$ cat src/rtl/ssp_pkg.sv
package ssp_pkg;

    localparam int FRAME_MAX = 16;
    localparam int ADDR_W    = 5;

    localparam logic [ADDR_W-1:0] OFS_CTRL_FMT  = 5'h00;
    localparam logic [ADDR_W-1:0] OFS_CTRL_PORT = 5'h04;
    localparam logic [ADDR_W-1:0] OFS_DATA      = 5'h08;
    localparam logic [ADDR_W-1:0] OFS_STATUS    = 5'h0C;
    localparam logic [ADDR_W-1:0] OFS_PRESCALE  = 5'h10;
    localparam logic [ADDR_W-1:0] OFS_INT       = 5'h14;

    // frame format register layout
    typedef struct packed {
        logic [7:0] rate;
        logic       cpol;
        logic       cpha;
        logic [1:0] spare;
        logic [3:0] size_code;
    } fmt_reg_t;

    // port control register layout, bit 0 at the bottom
    typedef struct packed {
        logic en;
        logic loop;
        logic ovr_ie;
        logic tx_ie;
        logic rx_ie;
    } port_reg_t;

    typedef struct packed {
        logic       cpol;
        logic       cpha;
        logic [3:0] last_bit;
    } link_cfg_t;

    // size codes below 3 behave as a 4-bit frame
    function automatic logic [3:0] fix_size(input logic [3:0] code);
        return (code < 4'd3) ? 4'd3 : code;
    endfunction

    function automatic logic [FRAME_MAX-1:0] size_mask(input logic [3:0] last_bit);
        return {FRAME_MAX{1'b1}} >> (4'd15 - last_bit);
    endfunction

    // prescale counter limit: half the even prescale, minus one; below 2 acts as 2
    function automatic logic [6:0] half_prescale(input logic [7:0] pre);
        return (pre[7:1] == 7'd0) ? 7'd0 : pre[7:1] - 7'd1;
    endfunction

endpackage

$ cat src/rtl/ssp_fifo.sv
module ssp_fifo #(
    parameter int WIDTH = 16,
    parameter int DEPTH = 8
) (
    input  logic                       clk,
    input  logic                       rst,
    input  logic                       push,
    input  logic [WIDTH-1:0]           wdata,
    input  logic                       pop,
    output logic [WIDTH-1:0]           rdata,
    output logic [$clog2(DEPTH+1)-1:0] count,
    output logic                       full,
    output logic                       empty
);
    localparam int PW = (DEPTH > 1) ? $clog2(DEPTH) : 1;
    localparam int CW = $clog2(DEPTH + 1);

    logic [WIDTH-1:0] mem [DEPTH];
    logic [PW-1:0]    wr_ptr, rd_ptr;
    logic [CW-1:0]    cnt;
    logic             do_push, do_pop;

    assign full    = (cnt == CW'(DEPTH));
    assign empty   = (cnt == '0);
    assign do_pop  = pop && !empty;
    assign do_push = push && (!full || do_pop);
    assign rdata   = mem[rd_ptr];
    assign count   = cnt;

    function automatic logic [PW-1:0] bump(input logic [PW-1:0] p);
        return (p == PW'(DEPTH - 1)) ? '0 : p + 1'b1;
    endfunction

    always_ff @(posedge clk) begin
        if (do_push) mem[wr_ptr] <= wdata;
    end

    always_ff @(posedge clk) begin
        if (rst) begin
            wr_ptr <= '0;
            rd_ptr <= '0;
            cnt    <= '0;
        end else begin
            if (do_push) wr_ptr <= bump(wr_ptr);
            if (do_pop)  rd_ptr <= bump(rd_ptr);
            case ({do_push, do_pop})
                2'b10:   cnt <= cnt + 1'b1;
                2'b01:   cnt <= cnt - 1'b1;
                default: cnt <= cnt;
            endcase
        end
    end

    assert_no_overflow_R6: assert property (@(posedge clk) disable iff (rst)
        cnt <= CW'(DEPTH));

    assert_full_drop_R6: assert property (@(posedge clk) disable iff (rst)
        (full && push && !pop) |=> (cnt == CW'(DEPTH)));

    assert_empty_pop_R7: assert property (@(posedge clk) disable iff (rst)
        (empty && pop && !push) |=> empty);

endmodule

$ cat src/rtl/ssp_clkdiv.sv
module ssp_clkdiv (
    input  logic       clk,
    input  logic       rst,
    input  logic       run,
    input  logic [7:0] prescale,
    input  logic [7:0] rate,
    output logic       tick
);
    import ssp_pkg::*;

    logic [6:0] pre_lim;
    logic [6:0] pre_cnt;
    logic [7:0] div_cnt;
    logic       pre_wrap, div_wrap;

    assign pre_lim  = half_prescale(prescale);
    assign pre_wrap = (pre_cnt >= pre_lim);
    assign div_wrap = (div_cnt >= rate);
    assign tick     = run && pre_wrap && div_wrap;

    // first stage: prescale/2 cycles; second stage: rate+1 of those
    always_ff @(posedge clk) begin
        if (rst || !run) begin
            pre_cnt <= '0;
            div_cnt <= '0;
        end else if (pre_wrap) begin
            pre_cnt <= '0;
            div_cnt <= div_wrap ? '0 : div_cnt + 1'b1;
        end else begin
            pre_cnt <= pre_cnt + 1'b1;
        end
    end

endmodule

$ cat src/rtl/ssp_shifter.sv
module ssp_shifter #(
    parameter int W = ssp_pkg::FRAME_MAX
) (
    input  logic                clk,
    input  logic                rst,
    input  logic                en,
    input  logic                loop,
    input  ssp_pkg::link_cfg_t  cfg,
    input  logic                tick,
    input  logic                tx_valid,
    input  logic [W-1:0]        tx_word,
    output logic                tx_take,
    output logic                rx_put,
    output logic [W-1:0]        rx_word,
    output logic                active,
    output logic                sclk_o,
    output logic                mosi_o,
    input  logic                miso_i
);
    import ssp_pkg::*;

    localparam int EW = $clog2(2 * W);

    logic [EW-1:0] edge_cnt;
    logic [EW-1:0] edge_last;
    logic [W-1:0]  tx_sr, rx_sr, rx_next;
    logic          drive_e, samp_e, ser_in;
    logic          start, done, reload;

    assign edge_last = {cfg.last_bit, 1'b1};
    assign samp_e    = cfg.cpha ? edge_cnt[0] : !edge_cnt[0];
    assign drive_e   = cfg.cpha ? !edge_cnt[0] : (edge_cnt[0] && (edge_cnt != edge_last));
    assign ser_in    = loop ? mosi_o : miso_i;
    assign rx_next   = samp_e ? {rx_sr[W-2:0], ser_in} : rx_sr;

    assign start   = en && !active && tx_valid;
    assign done    = en && active && tick && (edge_cnt == edge_last);
    assign reload  = done && tx_valid;
    assign tx_take = start || reload;
    assign rx_put  = done;
    assign rx_word = rx_next & size_mask(cfg.last_bit);

    always_ff @(posedge clk) begin
        if (rst) begin
            active   <= 1'b0;
            edge_cnt <= '0;
            sclk_o   <= 1'b0;
            mosi_o   <= 1'b0;
            tx_sr    <= '0;
            rx_sr    <= '0;
        end else if (!en) begin
            active   <= 1'b0;
            edge_cnt <= '0;
            sclk_o   <= cfg.cpol;
        end else if (start || reload) begin
            active   <= 1'b1;
            edge_cnt <= '0;
            sclk_o   <= cfg.cpol;
            rx_sr    <= '0;
            if (!cfg.cpha) begin
                mosi_o <= tx_word[cfg.last_bit];
                tx_sr  <= tx_word << 1;
            end else begin
                tx_sr  <= tx_word;
            end
        end else if (done) begin
            active   <= 1'b0;
            edge_cnt <= '0;
            sclk_o   <= cfg.cpol;
        end else if (active && tick) begin
            sclk_o   <= ~sclk_o;
            edge_cnt <= edge_cnt + 1'b1;
            rx_sr    <= rx_next;
            if (drive_e) begin
                mosi_o <= tx_sr[cfg.last_bit];
                tx_sr  <= tx_sr << 1;
            end
        end else if (!active) begin
            sclk_o <= cfg.cpol;
        end
    end

    assert_idle_level_R12: assert property (@(posedge clk) disable iff (rst)
        !en |=> (sclk_o == $past(cfg.cpol)));

    assert_sclk_paced_R3: assert property (@(posedge clk) disable iff (rst)
        (en && active && !tick) |=> $stable(sclk_o));

endmodule

$ cat src/rtl/ssp_master.sv
module ssp_master #(
    parameter int FIFO_DEPTH = 8
) (
    input  logic        clk,
    input  logic        rst,
    input  logic [4:0]  bus_addr,
    input  logic        bus_wr,
    input  logic        bus_rd,
    input  logic [15:0] bus_wdata,
    output logic [15:0] bus_rdata,
    output logic        irq,
    output logic        spi_sclk,
    output logic        spi_mosi,
    input  logic        spi_miso
);
    import ssp_pkg::*;

    localparam int CW   = $clog2(FIFO_DEPTH + 1);
    localparam int HALF = FIFO_DEPTH / 2;
    localparam int W    = FRAME_MAX;

    fmt_reg_t  fmt_q;
    port_reg_t port_q;
    logic [7:0] pre_q;
    logic       ovr_q;

    logic sel_fmt, sel_port, sel_data, sel_stat, sel_pre, sel_int;
    assign sel_fmt  = (bus_addr == OFS_CTRL_FMT);
    assign sel_port = (bus_addr == OFS_CTRL_PORT);
    assign sel_data = (bus_addr == OFS_DATA);
    assign sel_stat = (bus_addr == OFS_STATUS);
    assign sel_pre  = (bus_addr == OFS_PRESCALE);
    assign sel_int  = (bus_addr == OFS_INT);

    logic [W-1:0]  tx_head, rx_head, rx_word;
    logic [CW-1:0] tx_cnt, rx_cnt;
    logic          tx_full, tx_empty, rx_full, rx_empty;
    logic          tx_take, rx_put, rx_pop, link_active, tick;
    link_cfg_t     link_cfg;

    assign rx_pop = bus_rd && sel_data;

    assign link_cfg.cpol     = fmt_q.cpol;
    assign link_cfg.cpha     = fmt_q.cpha;
    assign link_cfg.last_bit = fix_size(fmt_q.size_code);

    ssp_fifo #(.WIDTH(W), .DEPTH(FIFO_DEPTH)) u_txq (
        .clk(clk), .rst(rst),
        .push(bus_wr && sel_data), .wdata(bus_wdata),
        .pop(tx_take), .rdata(tx_head),
        .count(tx_cnt), .full(tx_full), .empty(tx_empty)
    );

    ssp_fifo #(.WIDTH(W), .DEPTH(FIFO_DEPTH)) u_rxq (
        .clk(clk), .rst(rst),
        .push(rx_put), .wdata(rx_word),
        .pop(rx_pop), .rdata(rx_head),
        .count(rx_cnt), .full(rx_full), .empty(rx_empty)
    );

    ssp_clkdiv u_div (
        .clk(clk), .rst(rst), .run(link_active),
        .prescale(pre_q), .rate(fmt_q.rate), .tick(tick)
    );

    ssp_shifter #(.W(W)) u_link (
        .clk(clk), .rst(rst), .en(port_q.en), .loop(port_q.loop),
        .cfg(link_cfg), .tick(tick),
        .tx_valid(!tx_empty), .tx_word(tx_head), .tx_take(tx_take),
        .rx_put(rx_put), .rx_word(rx_word), .active(link_active),
        .sclk_o(spi_sclk), .mosi_o(spi_mosi), .miso_i(spi_miso)
    );

    logic ovr_event;
    assign ovr_event = rx_put && rx_full && !rx_pop;

    always_ff @(posedge clk) begin
        if (rst) begin
            fmt_q  <= '0;
            port_q <= '0;
            pre_q  <= 8'd2;
            ovr_q  <= 1'b0;
        end else begin
            if (bus_wr && sel_fmt)  fmt_q  <= fmt_reg_t'(bus_wdata);
            if (bus_wr && sel_port) port_q <= port_reg_t'(bus_wdata[4:0]);
            if (bus_wr && sel_pre)  pre_q  <= {bus_wdata[7:1], 1'b0};
            if (ovr_event)                ovr_q <= 1'b1;
            else if (bus_wr && sel_int)   ovr_q <= 1'b0;
        end
    end

    logic [2:0] int_src;
    logic [4:0] status;
    assign int_src[0] = port_q.rx_ie  && (rx_cnt >= CW'(HALF));
    assign int_src[1] = port_q.tx_ie  && (tx_cnt <= CW'(HALF));
    assign int_src[2] = port_q.ovr_ie && ovr_q;
    assign irq        = |int_src;
    assign status     = {link_active || !tx_empty, rx_full, !rx_empty, !tx_full, tx_empty};

    always_comb begin
        bus_rdata = '0;
        unique case (1'b1)
            sel_fmt:  bus_rdata = fmt_q;
            sel_port: bus_rdata = 16'(port_q);
            sel_data: bus_rdata = rx_empty ? '0 : rx_head;
            sel_stat: bus_rdata = 16'(status);
            sel_pre:  bus_rdata = 16'(pre_q);
            sel_int:  bus_rdata = 16'(int_src);
            default:  bus_rdata = '0;
        endcase
    end

    assert_ovr_sticky_R9: assert property (@(posedge clk) disable iff (rst)
        (ovr_q && !(bus_wr && sel_int)) |=> ovr_q);

    assert_rx_read_pops_R7: assert property (@(posedge clk) disable iff (rst)
        (rx_pop && !rx_empty && !rx_put) |=> (rx_cnt == $past(rx_cnt) - 1'b1));

endmodule

$ cat config.mk
export PLATFORM = sky130hd
export DESIGN_NAME = ssp_master
export DESIGN_NICKNAME = d
export VERILOG_FILES = /design/src/rtl/ssp_pkg.sv /design/src/rtl/ssp_fifo.sv /design/src/rtl/ssp_clkdiv.sv /design/src/rtl/ssp_shifter.sv /design/src/rtl/ssp_master.sv
export SDC_FILE = /design/constraint.sdc
export NUM_CORES = 1
export LEC_CHECK = 0
export BUFFER_PORTS_ARGS = -buffer_cell sky130_fd_sc_hd__buf_2
export CAP_MARGIN = 20
export CORE_MARGIN = 3
export CORE_UTILIZATION = 60
export CTS_CLUSTER_SIZE = 30
export DETAILED_ROUTE_END_ITERATION = 10
export MAX_ROUTING_LAYER = met4
export PLACE_DENSITY = 0.89
export REMOVE_ABC_BUFFERS = 1
export SYNTH_ARGS = -nofsm -noshare
export SYNTH_HDL_FRONTEND = slang
export SYNTH_SLANG_ARGS = --single-unit
$ cat constraint.sdc
create_clock -name clk -period 5.5 [get_ports clk]
set_input_delay 0.275 -clock clk [delete_from_list [all_inputs] [get_ports clk]]
set_output_delay 0.275 -clock clk [all_outputs]
set_load 0.1 [all_outputs]
==> impl_metrics.toml <==
[status]
status = "completed"

[sta]
final-hold-violation-count = 0
finalCritPeriodShare_pct = 87.6
rsz0062_at_grt = "no"
skew_ns = 0.0304
relSlewSlack_pct = 26.1
fin_crit_ns = 4.82
maxSlewViolCount = 0
finalSetupViolations = 0
worst_pin_slew_ns = 1.11
fin_tns_setup_ns = 0
fmaxAchievable_mhz = 207

[routing]
drt-pass1-iter-count = 6
wl_per_cell_um = 23.6
drt-total-wl_mm = 36.7
vias_per_cell = 6.64
ant_nets = 0
drc = 0
num_vias = 10329
drt_iter0_markers = 1511

[worst_setup_path]
reg2reg_depth = 20
start_kind = "flip-flop"
end_kind = "flip-flop"
cp_max_fo = 9
r2r-start = "pre_q[1]"
critical_path_class = "reg -> reg"
ff2ff_setup_slack_ns = 0.68
critPathLaunch = "pre_q[1]"
arrival_ns = 5.26
worst_r2r_endpoint = "u_rxq.count[3]"
worstPathRequired_ns = 5.94

[synthesis]
synth_top_area_share_pct = 48.4
async_reset_ff_share_pct = 0
synth.distinct_cells = 74
synthFlopType = "edfxtp_1"
synth_edf_count = 256
syn-instance-count = 1145
yosysTopAreaCell = "edfxtp_1"
ys_ff_latch = 366
syn_area_per_cell_um2 = 13.9
netlist_area_mm2 = 0.0159
ys_top_cells_by_area = "edfxtp_1 (48%), dfxtp_1 (14%), mux4_2 (9.6%)"
yosysWarnings = 0
ys_seq_area_share_pct = 62.3

[floorplanning]
die_h_um = 169
row_count = 58
die-area_mm2 = 0.0284
die_w_um = 169
initial_utilization_pct = 62.0
io_pins = 45
core_area_mm2 = 0.0256

[cells_and_area]
layout.nets = 1255
final_cell_area_mm2 = 0.0178
layout-drive-gt1-share_pct = 20.7
multi_input_comb_area_mm2 = 0.00567
layout_commonest_cell = "edfxtp_1"
antenna_cells = 0
utilization_pct = 69.3
fill_cells = 1562
seq_area_mm2 = 0.00989
mostFrequentLayoutCells = "edfxtp_1 (256), nand2_1 (133), dfxtp_1 (108)"
area_growth_syn_to_layout_pct = 11.9
final_cells = 1555

[placed_design]
hpwl_mm = 22.4
placed_area_mm2 = 0.0165
place.gp.congestion = 0.924
dp_cells = 1487
io_buffers = 44

[global_route]
grt_max_degree = 51
grt_pass1_vias = 10222
grt_first_pass_wirelength_mm = 57.9
antenna_found_initial = 1
grtUsageTotal_pct = 26.8
overflow = 0

[worst_hold_path]
hold_class = "in -> reg"
holdPathStages = 1
min-delay-start = "bus_wdata[15]"
min_to = "u_txq.mem[6][15]"

[clock_tree]
tritoncts = "done"
ctsResizeCount = 0
clkTransAtPathRegs_ns = 0.07
cts_sinks = 366
clk_path_buf_depth = 3
cts_buffers = 36
htree_levels = 2
hold_buffers = 0
clockRootBuffer = "clkbuf_16"
insertion_delay_ns = 0.53
cts_setup_buffers = 0

[power]
p_per_area_mw_per_mm2 = 313
p_leak_nw = 5.96
vdd_ir_drop_max_uv = 237

[run]
maxCapViolations = 0
==> critical path, cell delays in order (launching register included) <==
cell and delay, ns:
dfxtp_1 0.34, inv_1 0.08, ha_1 0.18, nand2_1 0.09
or3_1 0.32, or2_0 0.32, and2_1 0.21, ha_1 0.28
nor2b_1 0.05, o21ai_1 0.23, a41oi_2 0.24, or2_1 0.34
nor3_2 0.29, nand3b_2 0.29, ha_1 0.33, ha_1 0.29
a21o_1 0.17, a21oi_1 0.16, xnor2_1 0.09, or3_1 0.30
a21oi_1 0.14
==> where the power goes <==
part / leakage (nW) / internal (mW) / switching (mW) / total [mW]
Combinational: 1.98 / 0.0214 / 0.0635 / 0.0849
Clock: 0.602 / 1.52 / 1.01 / 2.54
Sequential: 3.38 / 2.93 / 0.00373 / 2.93
==> worst max-delay path by stage <==
stage	cells past startpoint	end	slack [ns]
after floorplan	14	u_rxq.mem[2][0]	0.50
after global placement	20	u_rxq.count[3]	0.96
after detailed placement	20	u_rxq.count[3]	0.78
after CTS	20	u_rxq.count[3]	0.72
after global routing	20	u_rxq.count[3]	0.35
final	20	u_rxq.count[3]	0.68
==> Yosys cell counts, types with 12 or more instances <==
master / n
ha_1: 31
a22o_1: 12
o21ai_0: 30
inv_1: 24
nor3_1: 15
a211oi_2: 15
xor2_1: 16
clkbuf_1: 34
nor2_1: 96
dfxtp_1: 110
nand2_1: 133
a21oi_1: 62
edfxtp_1: 256
mux2i_1: 63
buf_2: 12
mux4_2: 68
xnor2_1: 13
==> layer usage <==
layer	GRT usage, %	vias to the layer above	wire [um]
li1	-	4429	-
met1	36.7	5051	14100
met2	41.8	710	17700
met3	4.20	139	3590
met4	9.32	0	1300
met5	-	-	0
==> flip-flops by register name, indices dropped and copies added (netlist names), named ones only <==
name	flops
u_rxq.mem	128
u_txq.mem	128
fmt_q	16
u_link.rx_sr	16
u_link.tx_sr	16
u_div.div_cnt	8
pre_q	7
u_div.pre_cnt	7
port_q	5
u_link.edge_cnt	5
u_rxq.count	4
u_txq.count	4
u_rxq.rd_ptr	3
u_rxq.wr_ptr	3
u_txq.rd_ptr	3
u_txq.wr_ptr	3
ovr_q	1
u_link.active	1
u_link.mosi_o	1
u_link.sclk_o	1
==> kinds of logic (layout without fill, tap and decap cells) <==
family | Yosys count | in the layout | share of synthesized area [%]
flip-flops | 366 | 366 | 62.3
XOR/XNOR | 29 | 29 | 1.60
AO/OA/AOI/OAI | 163 | 163 | 7.20
adder cells (fa/ha/maj) | 32 | 32 | 2.57
buffers and inverters | 86 | 166 | 2.42
multiplexers | 142 | 142 | 14.4
AND/OR/NAND/NOR | 327 | 327 | 9.51
==> cell type report <==
type / count / area share [%]
clock buffers: 50 / 5.89
clock inverters: 16 / 1.10
inverters: 25 / 0.528
multi-input cells: 693 / 31.9
flip-flops and latches: 366 / 55.7
well taps: 330 / 2.33
repair buffers: 75 / 2.54
==> per-stage QoR <==
step	hold slack, ns	worst slack (ns)	power (mW)
after floorplan	0.340	0.496	3.02
after global placement	0.437	0.962	3.07
after detailed placement	0.450	0.778	3.07
after CTS	0.0390	0.718	5.57
after global routing	0.0604	0.347	5.69
final	0.0465	0.679	5.55
(Power assumes the default switching activity.)
